===== src/rtl/lock_pkg.sv =====
package lock_pkg;
    typedef enum logic [1:0] {
        DP_BYP = 2'd0,
        DP_BSR = 2'd1,
        DP_KEY = 2'd2
    } dpath_e;
endpackage


===== src/rtl/lock_decode.sv =====
module lock_decode
    import lock_pkg::*;
#(
    parameter int IR_W = 4,
    parameter logic [IR_W-1:0] OP_BYPASS = '1,
    parameter logic [IR_W-1:0] OP_EXTEST = '0,
    parameter logic [IR_W-1:0] OP_SAMPLE = 1,
    parameter logic [IR_W-1:0] OP_LOCK   = 10,
    parameter logic [IR_W-1:0] OP_UNLOCK = 11
) (
    input  logic            clk,
    input  logic            por_n,
    input  logic [IR_W-1:0] ir_code,
    input  logic            locked,
    output logic [IR_W-1:0] eff_ir,
    output dpath_e          dp_sel,
    output logic            kl_sel,
    output logic            lock_op,
    output logic            unlock_op
);
    // instruction mapping: closed port demotes all but unlock
    always_comb begin
        if (locked && (ir_code != OP_UNLOCK))
            eff_ir = OP_BYPASS;
        else
            eff_ir = ir_code;
    end

    always_comb begin
        lock_op   = (eff_ir == OP_LOCK);
        unlock_op = (eff_ir == OP_UNLOCK);
        kl_sel    = lock_op || unlock_op;
        if (kl_sel)
            dp_sel = DP_KEY;
        else if ((eff_ir == OP_EXTEST) || (eff_ir == OP_SAMPLE))
            dp_sel = DP_BSR;
        else
            dp_sel = DP_BYP;
    end

    p_closed_bypass_r7: assert property (@(posedge clk) disable iff (!por_n)
        (locked && ir_code != OP_UNLOCK) |-> (dp_sel == DP_BYP));
endmodule


===== src/rtl/lock_shift.sv =====
module lock_shift #(
    parameter int KEY_W = 16
) (
    input  logic             clk,
    input  logic             por_n,
    input  logic             kl_sel,
    input  logic             cap_dr,
    input  logic             shf_dr,
    input  logic             tdi,
    output logic [KEY_W-1:0] sr_q,
    output logic             kl_tdo
);
    always_ff @(posedge clk or negedge por_n) begin
        if (!por_n)
            sr_q <= '0;
        else if (kl_sel && cap_dr)
            sr_q <= '0;
        else if (kl_sel && shf_dr)
            sr_q <= {tdi, sr_q[KEY_W-1:1]};
    end

    assign kl_tdo = sr_q[0];

    p_shift_in_msb_r4: assert property (@(posedge clk) disable iff (!por_n)
        (kl_sel && shf_dr && !cap_dr) |=> (sr_q[KEY_W-1] == $past(tdi)));
    p_idle_hold_r10: assert property (@(posedge clk) disable iff (!por_n)
        !kl_sel |=> $stable(sr_q));
endmodule


===== src/rtl/lock_store.sv =====
module lock_store #(
    parameter int KEY_W = 16
) (
    input  logic             clk,
    input  logic             por_n,
    input  logic             upd_dr,
    input  logic             lock_op,
    input  logic             unlock_op,
    input  logic [KEY_W-1:0] sr_q,
    output logic             locked
);
    logic [KEY_W-1:0] lock_q;
    logic [KEY_W-1:0] key_q;

    always_ff @(posedge clk or negedge por_n) begin
        if (!por_n) begin
            lock_q <= '0;
            key_q  <= '0;
        end else if (upd_dr && lock_op) begin
            lock_q <= sr_q;
            key_q  <= '0;
        end else if (upd_dr && unlock_op) begin
            key_q  <= sr_q;
        end
    end

    assign locked = (lock_q != key_q);

    p_zero_lock_open_r6: assert property (@(posedge clk) disable iff (!por_n)
        (upd_dr && lock_op && sr_q == '0) |=> !locked);
    p_lock_sets_r5: assert property (@(posedge clk) disable iff (!por_n)
        (upd_dr && lock_op && sr_q != '0) |=> locked);
    p_closed_keeps_code_r9: assert property (@(posedge clk) disable iff (!por_n)
        locked |=> $stable(lock_q));
    p_good_key_opens_r8: assert property (@(posedge clk) disable iff (!por_n)
        (upd_dr && unlock_op && sr_q == lock_q) |=> !locked);
endmodule


===== src/rtl/scan_lock_ctrl.sv =====
module scan_lock_ctrl
    import lock_pkg::*;
#(
    parameter int IR_W  = 4,
    parameter int KEY_W = 16,
    parameter logic [IR_W-1:0] OP_BYPASS = '1,
    parameter logic [IR_W-1:0] OP_EXTEST = '0,
    parameter logic [IR_W-1:0] OP_SAMPLE = 1,
    parameter logic [IR_W-1:0] OP_LOCK   = 10,
    parameter logic [IR_W-1:0] OP_UNLOCK = 11
) (
    input  logic            tck,
    input  logic            por_n,
    input  logic            cap_dr,
    input  logic            shf_dr,
    input  logic            upd_dr,
    input  logic [IR_W-1:0] ir_code,
    input  logic            tdi,
    output logic [IR_W-1:0] eff_ir,
    output logic [1:0]      dp_sel,
    output logic            kl_tdo,
    output logic            locked
);
    dpath_e           dp_e;
    logic             kl_sel, lock_op, unlock_op;
    logic [KEY_W-1:0] sr_q;

    lock_decode #(
        .IR_W(IR_W), .OP_BYPASS(OP_BYPASS), .OP_EXTEST(OP_EXTEST),
        .OP_SAMPLE(OP_SAMPLE), .OP_LOCK(OP_LOCK), .OP_UNLOCK(OP_UNLOCK)
    ) u_dec (
        .clk(tck), .por_n(por_n), .ir_code(ir_code), .locked(locked),
        .eff_ir(eff_ir), .dp_sel(dp_e), .kl_sel(kl_sel),
        .lock_op(lock_op), .unlock_op(unlock_op)
    );

    lock_shift #(.KEY_W(KEY_W)) u_shift (
        .clk(tck), .por_n(por_n), .kl_sel(kl_sel), .cap_dr(cap_dr),
        .shf_dr(shf_dr), .tdi(tdi), .sr_q(sr_q), .kl_tdo(kl_tdo)
    );

    lock_store #(.KEY_W(KEY_W)) u_store (
        .clk(tck), .por_n(por_n), .upd_dr(upd_dr), .lock_op(lock_op),
        .unlock_op(unlock_op), .sr_q(sr_q), .locked(locked)
    );

    assign dp_sel = dp_e;

    p_capture_clears_r3: assert property (@(posedge tck) disable iff (!por_n)
        (cap_dr && dp_sel == 2'd2) |=> (kl_tdo == 1'b0));
endmodule


===== config.mk =====
export PLATFORM = sky130hd
export DESIGN_NAME = scan_lock_ctrl
export DESIGN_NICKNAME = d
export VERILOG_FILES = /design/src/rtl/lock_pkg.sv /design/src/rtl/lock_decode.sv /design/src/rtl/lock_shift.sv /design/src/rtl/lock_store.sv /design/src/rtl/scan_lock_ctrl.sv
export SDC_FILE = /design/constraint.sdc
export NUM_CORES = 1
export LEC_CHECK = 0
export BUFFER_PORTS_ARGS = -buffer_cell sky130_fd_sc_hd__clkbuf_2
export CAP_MARGIN = 20
export CORE_MARGIN = 4
export CORE_UTILIZATION = 50
export DETAILED_ROUTE_END_ITERATION = 8
export PLACE_DENSITY = 0.68
export SYNTH_ARGS = -nofsm -noshare
export SYNTH_HDL_FRONTEND = slang
export SYNTH_HIERARCHICAL = 1
export SYNTH_SLANG_ARGS = --single-unit
export TNS_END_PERCENT = 100

===== constraint.sdc =====
create_clock -name tck -period 5 [get_ports tck]
set_clock_uncertainty 0.15 [all_clocks]
set_input_delay 0.25 -clock tck [delete_from_list [all_inputs] [get_ports tck]]
set_output_delay 0.25 -clock tck [all_outputs]
set_load 0.1 [all_outputs]

[Word-level counts from Yosys, hierarchy flattened]
Cells that the tools add are included.
W data, S select, Z words.
Cells by class
  equal/unequal tests: 5
  mux-type cells: 7
  reductions and logical operators: 10
Operator list (number)
  $mux W16: 4
  $ne A16 B16 Y1: 1
  $eq A4 B4 Y1 const B: 2
  $logic_and A1 B1 Y1: 5
  $eq A4 B1 Y1 const B: 1
  $logic_not A4 Y1: 1
  $mux W4: 1
  $ne A4 B4 Y1 const B: 1
  $reduce_bool A2 Y1: 2
  $logic_or A1 B1 Y1: 2
  $mux W2: 1
  $mux W1: 1
Storage, ports and cells
  register bits: 48
  word-level logic and storage cells: 25

[Depth between registers and ports, before layout]
  depth in word-level cells: 8
  mapped depth: 10
  gate-level depth less buffers: 8

[Cells and area by module]
Netlist, hierarchy kept.
By module, submodules not included
  lock_store: times used 1, cells each 125, area each 1492.7 sq um, sequential area each 800.8 sq um
  lock_shift: times used 1, cells each 91, area each 925.9 sq um, sequential area each 400.4 sq um
  lock_decode: times used 1, cells each 12, area each 73.8 sq um, sequential area each 0.0 sq um

[Worst setup path after synthesis]
OpenSTA, ideal clock, no wires.
  path type: register to output
  start: register u_store.key_q[2]
  end: output port dp_sel[0]
  arrival time: 4097 ps
  required time: 4600 ps
  slack: 503 ps
  stages on the path, launching flop included: 6
  buffers on the path: 0
  path through: dfrtp_1 > xor2_1 > nor4_1 > nand4_1 > or2_1 > nor3_2
On the way
  cells in the longest elaborated chain, start to end: 7
  elaborated cells between the ends (all ways): 11
  those cells by class: 4 x eq/ne; 3 x mux; 4 x reduce/logical
RTL lines
  from (decl): line lock_store.sv:13  | logic [KEY_W-1:0] key_q;
  from (signal assigned): line lock_store.sv:23  | key_q <= sr_q;
  $ne A16 B16 Y1 (*): line lock_store.sv:27  | assign locked = (lock_q != key_q);
  net locked: line scan_lock_ctrl.sv:22  | output logic locked
  $logic_and A1 B1 Y1 (*): line lock_decode.sv:23  | if (locked && (ir_code != OP_UNLOCK))
  $mux W4 (*): line lock_decode.sv:23
  net eff_ir[3]: line scan_lock_ctrl.sv:19  | output logic [IR_W-1:0] eff_ir,
  $eq A4 B1 Y1 or $logic_not A4 Y1 (tied branches): line lock_decode.sv:35  | else if ((eff_ir == OP_EXTEST) || (eff_ir == OP_SAMPLE))
  $logic_or A1 B1 Y1: line lock_decode.sv:35
  $mux W1: line lock_decode.sv:35
  $mux W2 (*): line lock_decode.sv:33  | if (kl_sel)
  to (decl): line scan_lock_ctrl.sv:20  | output logic [1:0] dp_sel,
The timed path passes the listed nets; every way through them passes the cells marked *.

[Worst setup path after layout]
  start: register u_store.key_q[12]
  end: register u_store.key_q[6]
On the way
  cells in the longest elaborated chain, start to end: 6
  elaborated cells between the ends (all ways): 9
  those cells by class: 3 x eq/ne; 2 x mux; 4 x reduce/logical
RTL lines
  $ne A16 B16 Y1 (*): line lock_store.sv:27
  $logic_and A1 B1 Y1 (*): line lock_decode.sv:23
  $mux W4 (*): line lock_decode.sv:23
  $eq A4 B4 Y1 (*): line lock_decode.sv:30  | lock_op = (eff_ir == OP_LOCK);
  net lock_op: line scan_lock_ctrl.sv:25  | logic kl_sel, lock_op, unlock_op;
  $logic_and A1 B1 Y1 (*): line lock_store.sv:19  | end else if (upd_dr && lock_op) begin
  $mux W16 or $reduce_bool A2 Y1 (tied branches)
Marks and branches as above.
A chain may end at the register's enable or synchronous reset.

==> flow_summary_export.csv <==
group,metric,value,unit
place,place_hpwl,3110,microns
clocking,cts.htree.levels,2,
sta,fin_crit_sh,68.0,%
sta,finalHoldViolCount,0,
clocking,cts.sinks,48,
logic_synthesis,synth.ff_latch_count,48,
routing,drc,0,
logic_synthesis,yosys.cell_types.count,28,
logic_synthesis,syn-num-nets,238,
critical_path,crit_type,"reg2reg",
die,num_io_pins,18,
die,core_area,0.00479,sq mm
place,dp_cells,297,
global_routing,antenna_found_initial,0,
die,start_util,52.1,%
finish,n_antenna_cell,0,
sta,finalSetupTns,0,ns
hold_path,min_from,"tdi",
finish,nets,248,
clocking,cts_inserted_buffers,5,
die,num_rows,25,
critical_path,reg2regPathDepth,8,
clocking,cts_max_path_buffers,2,
clocking,cts_resized,0,
finish,final_area,0.00269,sq mm
global_routing,grt_pass1_wl,8260,microns
routing,firstDrtPassIters,4,
critical_path,startpoint,"u_store/key_q[12]",
global_routing,grt_max_degree,49,
logic_synthesis,synth_ff_type,"dfrtp_1",
logic_synthesis,syn_inst,228,
critical_path,end_kind,"flip-flop",
critical_path,cp.required,4.99,ns
place,gp_congestion,0.708,
finish,layout_commonest_cell,"dfrtp_1",
sta,setup_ws,1.60,ns
logic_synthesis,yosysSeqAreaShare,48.2,%
clocking,insertion_delay,0.30,ns
status,outcome,"finished clean",
hold_path,hold_class,"in2reg",
die,chipHeight,78.6,microns
logic_synthesis,syn_area,0.00249,sq mm
place,preCtsSetupSlack,1.56,ns
die,die_area,0.00618,sq mm
sta,rsz0062_at_grt,"no",
finish,syn_to_final_growth,7.73,%
critical_path,r2r_setup_slack,1.60,ns
logic_synthesis,synthArstFlopShare,100,%
global_routing,grt_pass1_vias,1576,
clocking,cts_hold_buf,1,
job,maxCapViolCount,0,
critical_path,r2r_end,"u_store/key_q[6]",
sta,fin_crit,3.40,ns
clocking,post_cts_buffers,0,
die,dieWidth,78.6,microns
finish,layout_common_cells,"48 x dfrtp_1, 32 x nand2b_1, 17 x clkbuf_2, 17 x inv_1",
place,placed_area,0.00255,sq mm
routing,vias_per_cell,5.10,
logic_synthesis,synth_top_cell_by_area,"dfrtp_1",
hold_path,min_path_cells,3,
routing,ant_nets,0,
clocking,cts_tree,"built",
clocking,cts.clk_slew.worst_paths,0.09,ns
sta,relSlewSlack,32.5,%
logic_synthesis,syn_avg_cell_area,10.9,sq um
critical_path,worst-path-max-fanout,32,
sta,finalSetupViolCount,0,
place,port_buffers,17,
global_routing,grt_usage,17.4,%
global_routing,grt-ovfl-total,0,
logic_synthesis,yosys_warnings,6,
critical_path,r2r-start,"u_store/key_q[12]",
logic_synthesis,synth_edf_count,0,
finish,fin_cells,306,
power_and_ir_drop,vdd_drop_max,0.000179,V
power_and_ir_drop,leakage,0.00139,uW
sta,worst_pin_slew,1.01,ns
routing,wl_per_cell,15.1,microns
sta,report.final.slew_viol_count,0,
routing,vias,1561,
logic_synthesis,synthTopCellsByArea,"dfrtp_1 48%, nand2b_1 8.0%, mux2_4 6.0%",
finish,final_util,56.1,%
logic_synthesis,synth_top_area_share,48.2,%
clocking,cts_root_buf,"clkbuf_8",
routing,drt_iter0_drc,85,
hold_path,hold_end,"u_shift/sr_q[15]",
finish,drive_above_1_share,23.8,%
sta,fmax,294,MHz
power_and_ir_drop,powerDensity,381,mW/mm^2
routing,routed_wl,4610,microns
critical_path,startpoint_type,"flip-flop",
critical_path,critPathArrivalTime,3.39,ns
## power breakdown
| part | total [uW] | switching, uW | internal (uW) |
|---|---|---|---|
| clock network | 296 | 132 | 164 |
| registers | 534 | 71.4 | 463 |
| logic | 192 | 102 | 90.1 |
| total | 1020 | 306 | 717 |
## cells in the mapped netlist, types with 2 or more instances
master    count
or2_1         4
inv_1        17
nor2_1        3
o21ai_1       2
nor4_1        4
clkbuf_1      4
buf_6         3
buf_4         5
nand2_1      16
xor2_1       16
nand2b_1     32
o221ai_1      6
nand3_1      16
o221ai_2     10
dfrtp_1      48
o21ai_0      14
mux2_4       10
buf_2         3
mux2_2        6
## critical path: stages (launching register included)
cell and delay [ns]:
dfrtp_1 0.40, xor2_1 0.16, nor4_1 0.38, nand4_1 0.29, or2_1 0.30, nor2_1 0.76
o21ai_2 0.51, nand2_1 0.19, o21ai_0 0.10
## worst max-delay path by stage
stage	to	slack [ns]	depth (start not counted)
floorplan	dp_sel[0]	0.50	5
global placement	u_store/key_q[13]	1.62	8
detailed placement	u_store/key_q[6]	1.56	8
CTS	u_store/key_q[6]	1.54	8
global route	u_store/key_q[3]	1.15	8
finish	u_store/key_q[6]	1.60	8
## through the flow
stage	hold WS, ns	total power, uW
final	0.0995	1020
after floorplan	-0.196	682
after detailed placement	0.239	739
after global routing	0.112	1100
after CTS	0.0844	1040
after global placement	0.242	732
## logic make-up (layout without fill, tap and decap cells)
family / Yosys count / count (layout) / synth area share (%)
AND/OR/NAND/NOR: 80 / 80 / 17.9
flip-flops: 48 / 48 / 48.2
AO/OA/AOI/OAI: 34 / 34 / 11.9
buffers and inverters: 34 / 45 / 7.63
XOR/XNOR: 16 / 16 / 5.62
multiplexers: 16 / 16 / 8.73
## sequential cells by signal (all words and copies together) (netlist names)
register and cells:
u_store/lock_q 16, u_shift/sr_q 16, u_store/key_q 16
## layout make-up
| type | count | area, sq um |
|---|---|---|
| Fill cell | 428 | 2100 |
| Sequential cell | 48 | 1200 |
| Multi-Input combinational cell | 146 | 1100 |
| Timing Repair Buffer | 20 | 110 |
| Tap cell | 67 | 83.8 |
| Clock buffer | 6 | 82.6 |
| Inverter | 17 | 63.8 |
| Clock inverter | 2 | 38.8 |
## metal layers
layer	wire [microns]	GRT usage, %	vias to the layer above
met1	2210	25.6	741
met4	65	8.39	0
met2	2150	24.7	23
met5	0	0	-
li1	-	-	791
met3	183	2.75	6
Note: power is estimated with default switching activity, not from simulation.
